File: src/rtl/prbs7_pkg.sv
package prbs7_pkg;

    localparam int WORD_W   = 10;
    localparam int LFSR_W   = 7;
    localparam int TAP_HI   = 6;
    localparam int TAP_LO   = 5;
    localparam int NARROW_W = 5;
    localparam int LOAD_N   = LFSR_W;
    localparam logic [LFSR_W-1:0] DEF_SEED = 7'h01;

    typedef logic [WORD_W-1:0] word_t;
    typedef logic [LFSR_W-1:0] lfsr_t;

    typedef struct packed {
        lfsr_t st;
        word_t word;
    } gen_step_t;

    typedef struct packed {
        lfsr_t st;
        logic  err;
    } chk_step_t;

    function automatic logic fb_bit(input lfsr_t s);
        return s[TAP_HI] ^ s[TAP_LO];
    endfunction

    function automatic gen_step_t gen_word(input lfsr_t s_in);
        gen_step_t r;
        lfsr_t     s;
        logic      b;
        s      = s_in;
        r.word = '0;
        for (int i = 0; i < WORD_W; i++) begin
            b         = fb_bit(s);
            r.word[i] = b;
            s         = {s[LFSR_W-2:0], b};
        end
        r.st = s;
        return r;
    endfunction

    function automatic chk_step_t check_word(input lfsr_t s_in, input word_t rx,
                                             input logic locked);
        chk_step_t r;
        lfsr_t     s;
        logic      pred;
        s     = s_in;
        r.err = 1'b0;
        for (int i = 0; i < WORD_W; i++) begin
            if (!locked && i < LOAD_N) begin
                s = {s[LFSR_W-2:0], rx[i]};
            end else begin
                pred = fb_bit(s);
                if (pred != rx[i]) r.err = 1'b1;
                s = {s[LFSR_W-2:0], pred};
            end
        end
        r.st = s;
        return r;
    endfunction

endpackage

File: src/rtl/prbs7_tx_path.sv
module prbs7_tx_path
    import prbs7_pkg::*;
#(
    parameter lfsr_t SEED = DEF_SEED
) (
    input  logic  clk,
    input  logic  rst,
    input  logic  test_en,
    input  logic  narrow_sel,
    input  word_t tx_data_i,
    output word_t tx_data_o
);
    lfsr_t     gen_st;
    word_t     tx_q;
    word_t     normal_w;
    gen_step_t step;

    always_comb begin
        step = gen_word(gen_st);
        if (narrow_sel) normal_w = {{(WORD_W-NARROW_W){1'b0}}, tx_data_i[NARROW_W-1:0]};
        else            normal_w = tx_data_i;
    end

    always_ff @(posedge clk) begin
        if (rst) begin
            gen_st <= SEED;
            tx_q   <= '0;
        end else if (test_en) begin
            gen_st <= step.st;
            tx_q   <= step.word;
        end else begin
            gen_st <= SEED;
            tx_q   <= normal_w;
        end
    end

    assign tx_data_o = tx_q;

    AST_GEN_STATE_LIVE: assert property (@(posedge clk) disable iff (rst)
        gen_st != '0);
    AST_TX_PASSTHRU: assert property (@(posedge clk) disable iff (rst)
        (!test_en && !narrow_sel) |=> tx_data_o == $past(tx_data_i));
    AST_NARROW_UPPER_ZERO: assert property (@(posedge clk) disable iff (rst)
        (!test_en && narrow_sel) |=> tx_data_o[WORD_W-1:NARROW_W] == '0);
endmodule

File: src/rtl/prbs7_rx_check.sv
module prbs7_rx_check
    import prbs7_pkg::*;
(
    input  logic  clk,
    input  logic  rst,
    input  logic  test_en,
    input  word_t rx_data_i,
    output logic  word_err
);
    lfsr_t     chk_st;
    logic      locked;
    chk_step_t step;

    always_comb begin
        step     = check_word(chk_st, rx_data_i, locked);
        word_err = test_en && step.err;
    end

    always_ff @(posedge clk) begin
        if (rst || !test_en) begin
            chk_st <= '0;
            locked <= 1'b0;
        end else begin
            chk_st <= step.st;
            locked <= 1'b1;
        end
    end

    AST_LOCK_AFTER_WORD: assert property (@(posedge clk) disable iff (rst)
        test_en |=> locked);
    AST_NO_ERR_IDLE: assert property (@(posedge clk) disable iff (rst)
        !test_en |-> !word_err);
endmodule

File: src/rtl/prbs7_pass_flag.sv
module prbs7_pass_flag (
    input  logic clk,
    input  logic rst,
    input  logic test_en,
    input  logic fail_hold,
    input  logic word_err,
    output logic pass_o
);
    logic seen_q;
    logic pass_q;

    always_ff @(posedge clk) begin
        if (rst || !test_en) begin
            seen_q <= 1'b0;
            pass_q <= 1'b1;
        end else begin
            seen_q <= seen_q | word_err;
            pass_q <= fail_hold ? !(seen_q | word_err) : !word_err;
        end
    end

    assign pass_o = pass_q;

    AST_STICKY_HOLD: assert property (@(posedge clk) disable iff (rst)
        (test_en && fail_hold && !pass_o) |=> !pass_o);
    AST_IDLE_PASS: assert property (@(posedge clk) disable iff (rst)
        !test_en |=> pass_o);
    AST_LIVE_FOLLOW: assert property (@(posedge clk) disable iff (rst)
        (test_en && !fail_hold) |=> pass_o == !$past(word_err));
endmodule

File: src/rtl/prbs7_link_bist.sv
module prbs7_link_bist
    import prbs7_pkg::*;
#(
    parameter logic [6:0] SEED = DEF_SEED
) (
    input  logic       clk,
    input  logic       rst,
    input  logic       test_en,
    input  logic       fail_hold,
    input  logic       narrow_sel,
    input  logic [9:0] tx_data_i,
    output logic [9:0] tx_data_o,
    input  logic [9:0] rx_data_i,
    output logic       pass_o
);
    logic word_err;

    prbs7_tx_path #(.SEED(SEED)) u_tx (
        .clk(clk), .rst(rst), .test_en(test_en), .narrow_sel(narrow_sel),
        .tx_data_i(tx_data_i), .tx_data_o(tx_data_o)
    );

    prbs7_rx_check u_chk (
        .clk(clk), .rst(rst), .test_en(test_en),
        .rx_data_i(rx_data_i), .word_err(word_err)
    );

    prbs7_pass_flag u_flag (
        .clk(clk), .rst(rst), .test_en(test_en), .fail_hold(fail_hold),
        .word_err(word_err), .pass_o(pass_o)
    );

    AST_RESET_STATE: assert property (@(posedge clk)
        rst |=> (pass_o && tx_data_o == '0));
endmodule

File: config.mk
export PLATFORM = sky130hd
export DESIGN_NAME = prbs7_link_bist
export DESIGN_NICKNAME = d
export VERILOG_FILES = /design/src/rtl/prbs7_pkg.sv /design/src/rtl/prbs7_tx_path.sv /design/src/rtl/prbs7_rx_check.sv /design/src/rtl/prbs7_pass_flag.sv /design/src/rtl/prbs7_link_bist.sv
export SDC_FILE = /design/constraint.sdc
export NUM_CORES = 1
export LEC_CHECK = 0
export ABC_AREA = 1
export BUFFER_PORTS_ARGS = -buffer_cell sky130_fd_sc_hd__buf_4
export CELL_PAD_IN_SITES_DETAIL_PLACEMENT = 1
export CELL_PAD_IN_SITES_GLOBAL_PLACEMENT = 1
export CORE_UTILIZATION = 36
export CTS_CLUSTER_SIZE = 25
export DETAILED_ROUTE_END_ITERATION = 10
export PLACE_DENSITY_LB_ADDON = 0.1
export SLEW_MARGIN = 20
export SYNTH_ARGS = -nofsm -noshare
export SYNTH_HDL_FRONTEND = slang
export SYNTH_HIERARCHICAL = 1
export SYNTH_SLANG_ARGS = --single-unit
export TNS_END_PERCENT = 10
File: constraint.sdc
create_clock -name clk -period 1.5 [get_ports clk]
set_input_delay 0.3 -clock clk [delete_from_list [all_inputs] [get_ports clk]]
set_output_delay 0.3 -clock clk [all_outputs]
set_load 0.1 [all_outputs]
; ---- Word level (Yosys, flattened, before mapping)
; Cells that the tools add are included.
[word_totals]
reg_bits = 27
in_bits = 25
output_inout_bits = 11
elab_cells = 72
[classes]
eq_ne = 10
mux = 28
bitwise = 22
reduce_logical = 6
[ops]
columns = operator, n
row1 = 1-bit 2-to-1 mux, 26
row2 = 10-bit 2-to-1 mux, 2
row3 = 1-bit XOR, 20
row4 = 1-bit inequality test, 10
row5 = 1-bit logical NOT, 3
row6 = 2-bit OR reduction, 1
row7 = 1-bit logical AND, 1
row8 = 1-bit logical OR, 1
row9 = 1-bit NOT, 1
row10 = 1-bit bitwise OR, 1

; ---- Longest topological paths before layout
[logic_depth]
depth_word = 23
mapped_depth = 14
depth_no_buf = 14

; ---- Cells and area by module
; Netlist, hierarchy kept.
[by_module_without_submodules]
columns = mod, n_inst, cells_each, area_per_inst_um2, seq_area_each_um2
row1 = prbs7_rx_check, 1, 142, 745.7, 160.2
row2 = prbs7_tx_path, 1, 79, 670.6, 340.3
row3 = prbs7_pass_flag, 1, 11, 80.1, 40.0

; ---- Least setup slack after synthesis
; No wires, ideal clock.
[synth_timing]
path_kind = register -> register
from = register u_chk.chk_st[5]
to = register u_flag.seen_q
arrival_ps = 1286
path_slack_ps = 99
stages_incl_launch_ff = 15
synth_period_minus_slack_ps = 1401
cell_sequence = dfxtp_1 -> inv_2 -> nand2_1 -> nand3_2 -> nand2_2 -> nand2_2 -> nand3_1 -> nand2_1 -> nor2_1 -> nor2_1 -> nor2_1 -> nor2_1 -> inv_2 -> nand2_1 -> and2_1
[synth_between]
elab_chain_len = 21
elab_cells_between_ends = 31
classes_between = eq/ne (5) / mux (19) / bitwise (6) / reduce/logical (1)
[synth_rtl]
columns = item, line_no
row1 = from (decl), prbs7_rx_check.sv:10  ; lfsr_t chk_st;
row2 = from (signal assigned), prbs7_rx_check.sv:24  ; chk_st <= step.st;
row3 = 1-bit XOR, prbs7_pkg.sv:25  ; return s[TAP_HI] ^ s[TAP_LO];
row4 = 1-bit inequality test, prbs7_pkg.sv:55  ; if (pred != rx[i]) r.err = 1'b1;
row5 = 1-bit 2-to-1 mux, prbs7_pkg.sv:55
row6 = 1-bit 2-to-1 mux, prbs7_pkg.sv:51  ; if (!locked && i < LOAD_N) begin
row7 = 1-bit 2-to-1 mux, prbs7_pkg.sv:55
row8 = 1-bit 2-to-1 mux, prbs7_pkg.sv:51
row9 = 1-bit 2-to-1 mux, prbs7_pkg.sv:55
row10 = 1-bit 2-to-1 mux, prbs7_pkg.sv:51
row11 = [... 5 more ...], --
row12 = 1-bit 2-to-1 mux, prbs7_pkg.sv:51
row13 = 1-bit 2-to-1 mux, prbs7_pkg.sv:55
row14 = 1-bit 2-to-1 mux, prbs7_pkg.sv:51
row15 = 1-bit 2-to-1 mux, prbs7_pkg.sv:55
row16 = 1-bit 2-to-1 mux * (2 in series), prbs7_pkg.sv:55
row17 = 1-bit logical AND *, prbs7_rx_check.sv:16  ; word_err = test_en && step.err;
row18 = net word_err, prbs7_link_bist.sv:16  ; logic word_err;
row19 = 1-bit bitwise OR *, prbs7_pass_flag.sv:17  ; seen_q <= seen_q | word_err;
row20 = to (signal assigned), prbs7_pass_flag.sv:17
row21 = to (decl), prbs7_pass_flag.sv:9  ; logic seen_q;
; Mark *: on every way through the listed nets, which the timed path passes. The rest lies on a longest branch.
; A chain may end at the register's enable or synchronous reset.

; ---- Final worst setup path
[layout_timing]
from = register u_chk.locked
to = register u_flag.seen_q
[layout_between]
elab_chain_len = 18
elab_cells_between_ends = 30
classes_between = eq/ne (4) / mux (20) / bitwise (5) / reduce/logical (1)
[layout_rtl]
columns = item, line_no
row1 = from (decl), prbs7_rx_check.sv:11  ; logic locked;
row2 = from (signal assigned), prbs7_rx_check.sv:22  ; locked <= 1'b0;
row3 = from (signal assigned), prbs7_rx_check.sv:25  ; locked <= 1'b1;
row4 = 1-bit 2-to-1 mux, prbs7_pkg.sv:51
row5 = 1-bit 2-to-1 mux, prbs7_pkg.sv:55
row6 = 1-bit 2-to-1 mux, prbs7_pkg.sv:51
row7 = 1-bit 2-to-1 mux, prbs7_pkg.sv:55
row8 = 1-bit 2-to-1 mux, prbs7_pkg.sv:51
row9 = 1-bit 2-to-1 mux, prbs7_pkg.sv:55
row10 = 1-bit 2-to-1 mux, prbs7_pkg.sv:51
row11 = 1-bit 2-to-1 mux, prbs7_pkg.sv:55
row12 = [... 2 more ...], --
row13 = 1-bit 2-to-1 mux, prbs7_pkg.sv:51
row14 = 1-bit 2-to-1 mux, prbs7_pkg.sv:55
row15 = 1-bit 2-to-1 mux, prbs7_pkg.sv:51
row16 = 1-bit 2-to-1 mux (2 in series), prbs7_pkg.sv:55
row17 = 1-bit 2-to-1 mux *, prbs7_pkg.sv:55
row18 = 1-bit logical AND *, prbs7_rx_check.sv:16
row19 = net word_err, prbs7_link_bist.sv:16
row20 = 1-bit bitwise OR *, prbs7_pass_flag.sv:17
; Marked as above.

==> flow_summary.ini <==
[layout]
final_common_cell = nand2_1
fin_nets = 313
area_growth_pct = 44.3
final_cell_mix = 56 x nand2_1, 52 x buf_4, 28 x nand2_2
drive_gt1_frac = 0.436
stdcell_count = 337
n_antenna_cell = 0

[detailed_routing]
num_vias = 1633
wire_per_inst_um = 13.4
wl_um = 4500
drc = 0
wl_met3_um = 129
met2_length_um = 2470
routed.top_layer = met4
met1_length_um = 1770
drt_iter0_markers = 26
dr.pass1.iters = 4
viasPerCell = 4.85
ant_nets = 0

[worst_setup_path]
setup.worst_path.end_class = flip-flop
cp.required_ps = 1680
crit_type = flip-flop to flip-flop
crit_fanout = 6
cp-start-kind = flip-flop
arrival_ps = 1770

[cts]
clk_pin_slew_worst_paths_ps = 90
cts_buffer_depth = 2
cts_sinks = 27
cts_tree = done
ctsRootBufferMaster = clkbuf_8
ctsHoldBuffers = 0
clk_latency_ps = 270
cts_buffers = 3
htreeDepth = 1

[die]
fp-row-count = 23
initial_core_util = 0.374
fp.dieW_um = 66.5
core_area_mm2 = 0.00400
ios = 36
die_h_um = 66.5
dieArea_mm2 = 0.00442

[min_path]
holdCritPathClass = primary input to flip-flop

[place]
io_buffers = 35
gp_congestion = 0.774
dp.final_hpwl_um = 3330
placed_cells = 326

[sta]
worst_slack_ps = -93.4
setup-violations-final = 2
period_share = 1.06
skew_ps = 2.05
worst_hold_slack_ps = 218
slew_viol_final = 0
clock.fmax_mhz = 628
hold_viol = 0
rsz0062_at_grt = yes
tightest_slew_ps = 399
relSlewSlack = 0.734
min_period_ps = 1590

[grt]
antenna_found_initial = 0
grt_pass1_vias = 1692
overflow = 0
grtUsageTotal = 0.218
grt_max_degree = 15
grt_pass1_wl_um = 7130

[logic_synthesis]
synth-seq-cells = 27
yosys_warnings = 6
syn_area_mm2 = 0.00150
synth_fp_nets = 257
yosysUniqueCellTypes = 23
synthCells = 232
yosysSeqAreaShare = 0.361
syn_area_per_cell_um2 = 6.45

[pwr]
p_leak_nw = 1.07
ir_drop_v = 0.000443
p_total_mw = 1.83
powerDensity_mw_per_mm2 = 849

[job]
maxCapViolCount = 0

[run_status]
status = finished with violations
violations = setup timing
[metal layers]
layer / up-vias / track usage
met5: - / 0
met4: 0 / 0.101
met3: 11 / 0.0205
met2: 36 / 0.425
met1: 753 / 0.233
li1: 833 / -
[sequential cells by signal, indices dropped and copies added, names as in the netlist]
register	flops
u_flag/seen_q	1
u_chk/chk_st	7
u_tx/gen_st	7
u_tx/tx_data_o	10
u_flag/pass_o	1
u_chk/locked	1
[Yosys cell counts]
cell type	n	area [um^2]
nand2_1	81	304
nand3_1	34	170
dfxtp_1	27	541
inv_1	26	97.6
nor2_1	17	63.8
nand2_2	8	50.1
inv_2	6	22.5
o21ai_0	5	25.0
o21ai_2	5	43.8
a21oi_1	4	20.0
xnor2_1	4	35.0
buf_6	2	22.5
nand3b_1	2	15.0
nor2_2	2	12.5
a21oi_2	1	8.76
a22o_1	1	8.76
and2_1	1	6.26
buf_4	1	7.51
nand3_2	1	10.0
nor2_4	1	11.3
o211ai_1	1	7.51
o21ai_1	1	5.00
xor2_1	1	8.76
[power breakdown]
| group | switching (mW) | total, mW | internal (mW) |
|---|---|---|---|
| registers | 0.0373 | 0.796 | 0.759 |
| clock network | 0.227 | 0.418 | 0.191 |
| logic | 0.398 | 0.619 | 0.221 |
| total | 0.662 | 1.83 | 1.17 |
[layout make-up]
cell class                 instances  area [um^2]
timing repair buffer              54          413
tap                               50         62.6
clock buffer                       4         45.0
sequential                        27          558
fill                             536         1840
inverter                          32          133
multi-input combinational        170          948
[path summary, 6_finish.rpt]
kind / depth (start not counted) / slack (ps) / to / from
max: 13 / -90 / u_flag/seen_q$_SDFF_PP0_ / u_chk/locked$_DFF_P_
min: 3 / 220 / u_tx/tx_data_o[4]$_SDFF_PP0_ / tx_data_i[4]
min reg2reg: 3 / 510 / u_flag/pass_o$_SDFF_PP1_ / u_flag/seen_q$_SDFF_PP0_
max reg2reg: 13 / -90 / u_flag/seen_q$_SDFF_PP0_ / u_chk/locked$_DFF_P_
[cell families after synthesis]
group           share of synthesized area
compound gates                     0.0794
simple gates                        0.430
xor+xnor                           0.0293
buf+inv                             0.100
flops                               0.361
[metrics by stage]
stage                     TNS, ps  worst slack (ps)  instance area (um^2)  utilization
after floorplan                 0              98.9                  1500            -
after global placement       -109             -81.0                  1880        0.470
after detailed placement     -154              -113                  1880        0.470
after CTS                    -134             -74.2                  2050        0.512
after global routing         -418              -212                  2160        0.540
final                        -185             -93.4                  2160        0.540
[worst max-delay path: stages (launching register included)]
cell	delay [ps]
dfxtp_2	350
buf_6	140
buf_6	140
nand3_2	60
nand2_2	70
nand2_2	80
nand3b_1	80
nand2_1	90
nand3_1	70
nor2_1	120
nor2_1	70
inv_2	60
nand2_2	40
and2_1	120
[what timing repair did]
item / in CTS / in global routing
setup endpoints to repair: 2 / 2
setup buffers: 4 / 3
resized for setup: 36 / 26
pin swaps: 13 / 23
Power figures use the tool's default switching activity.
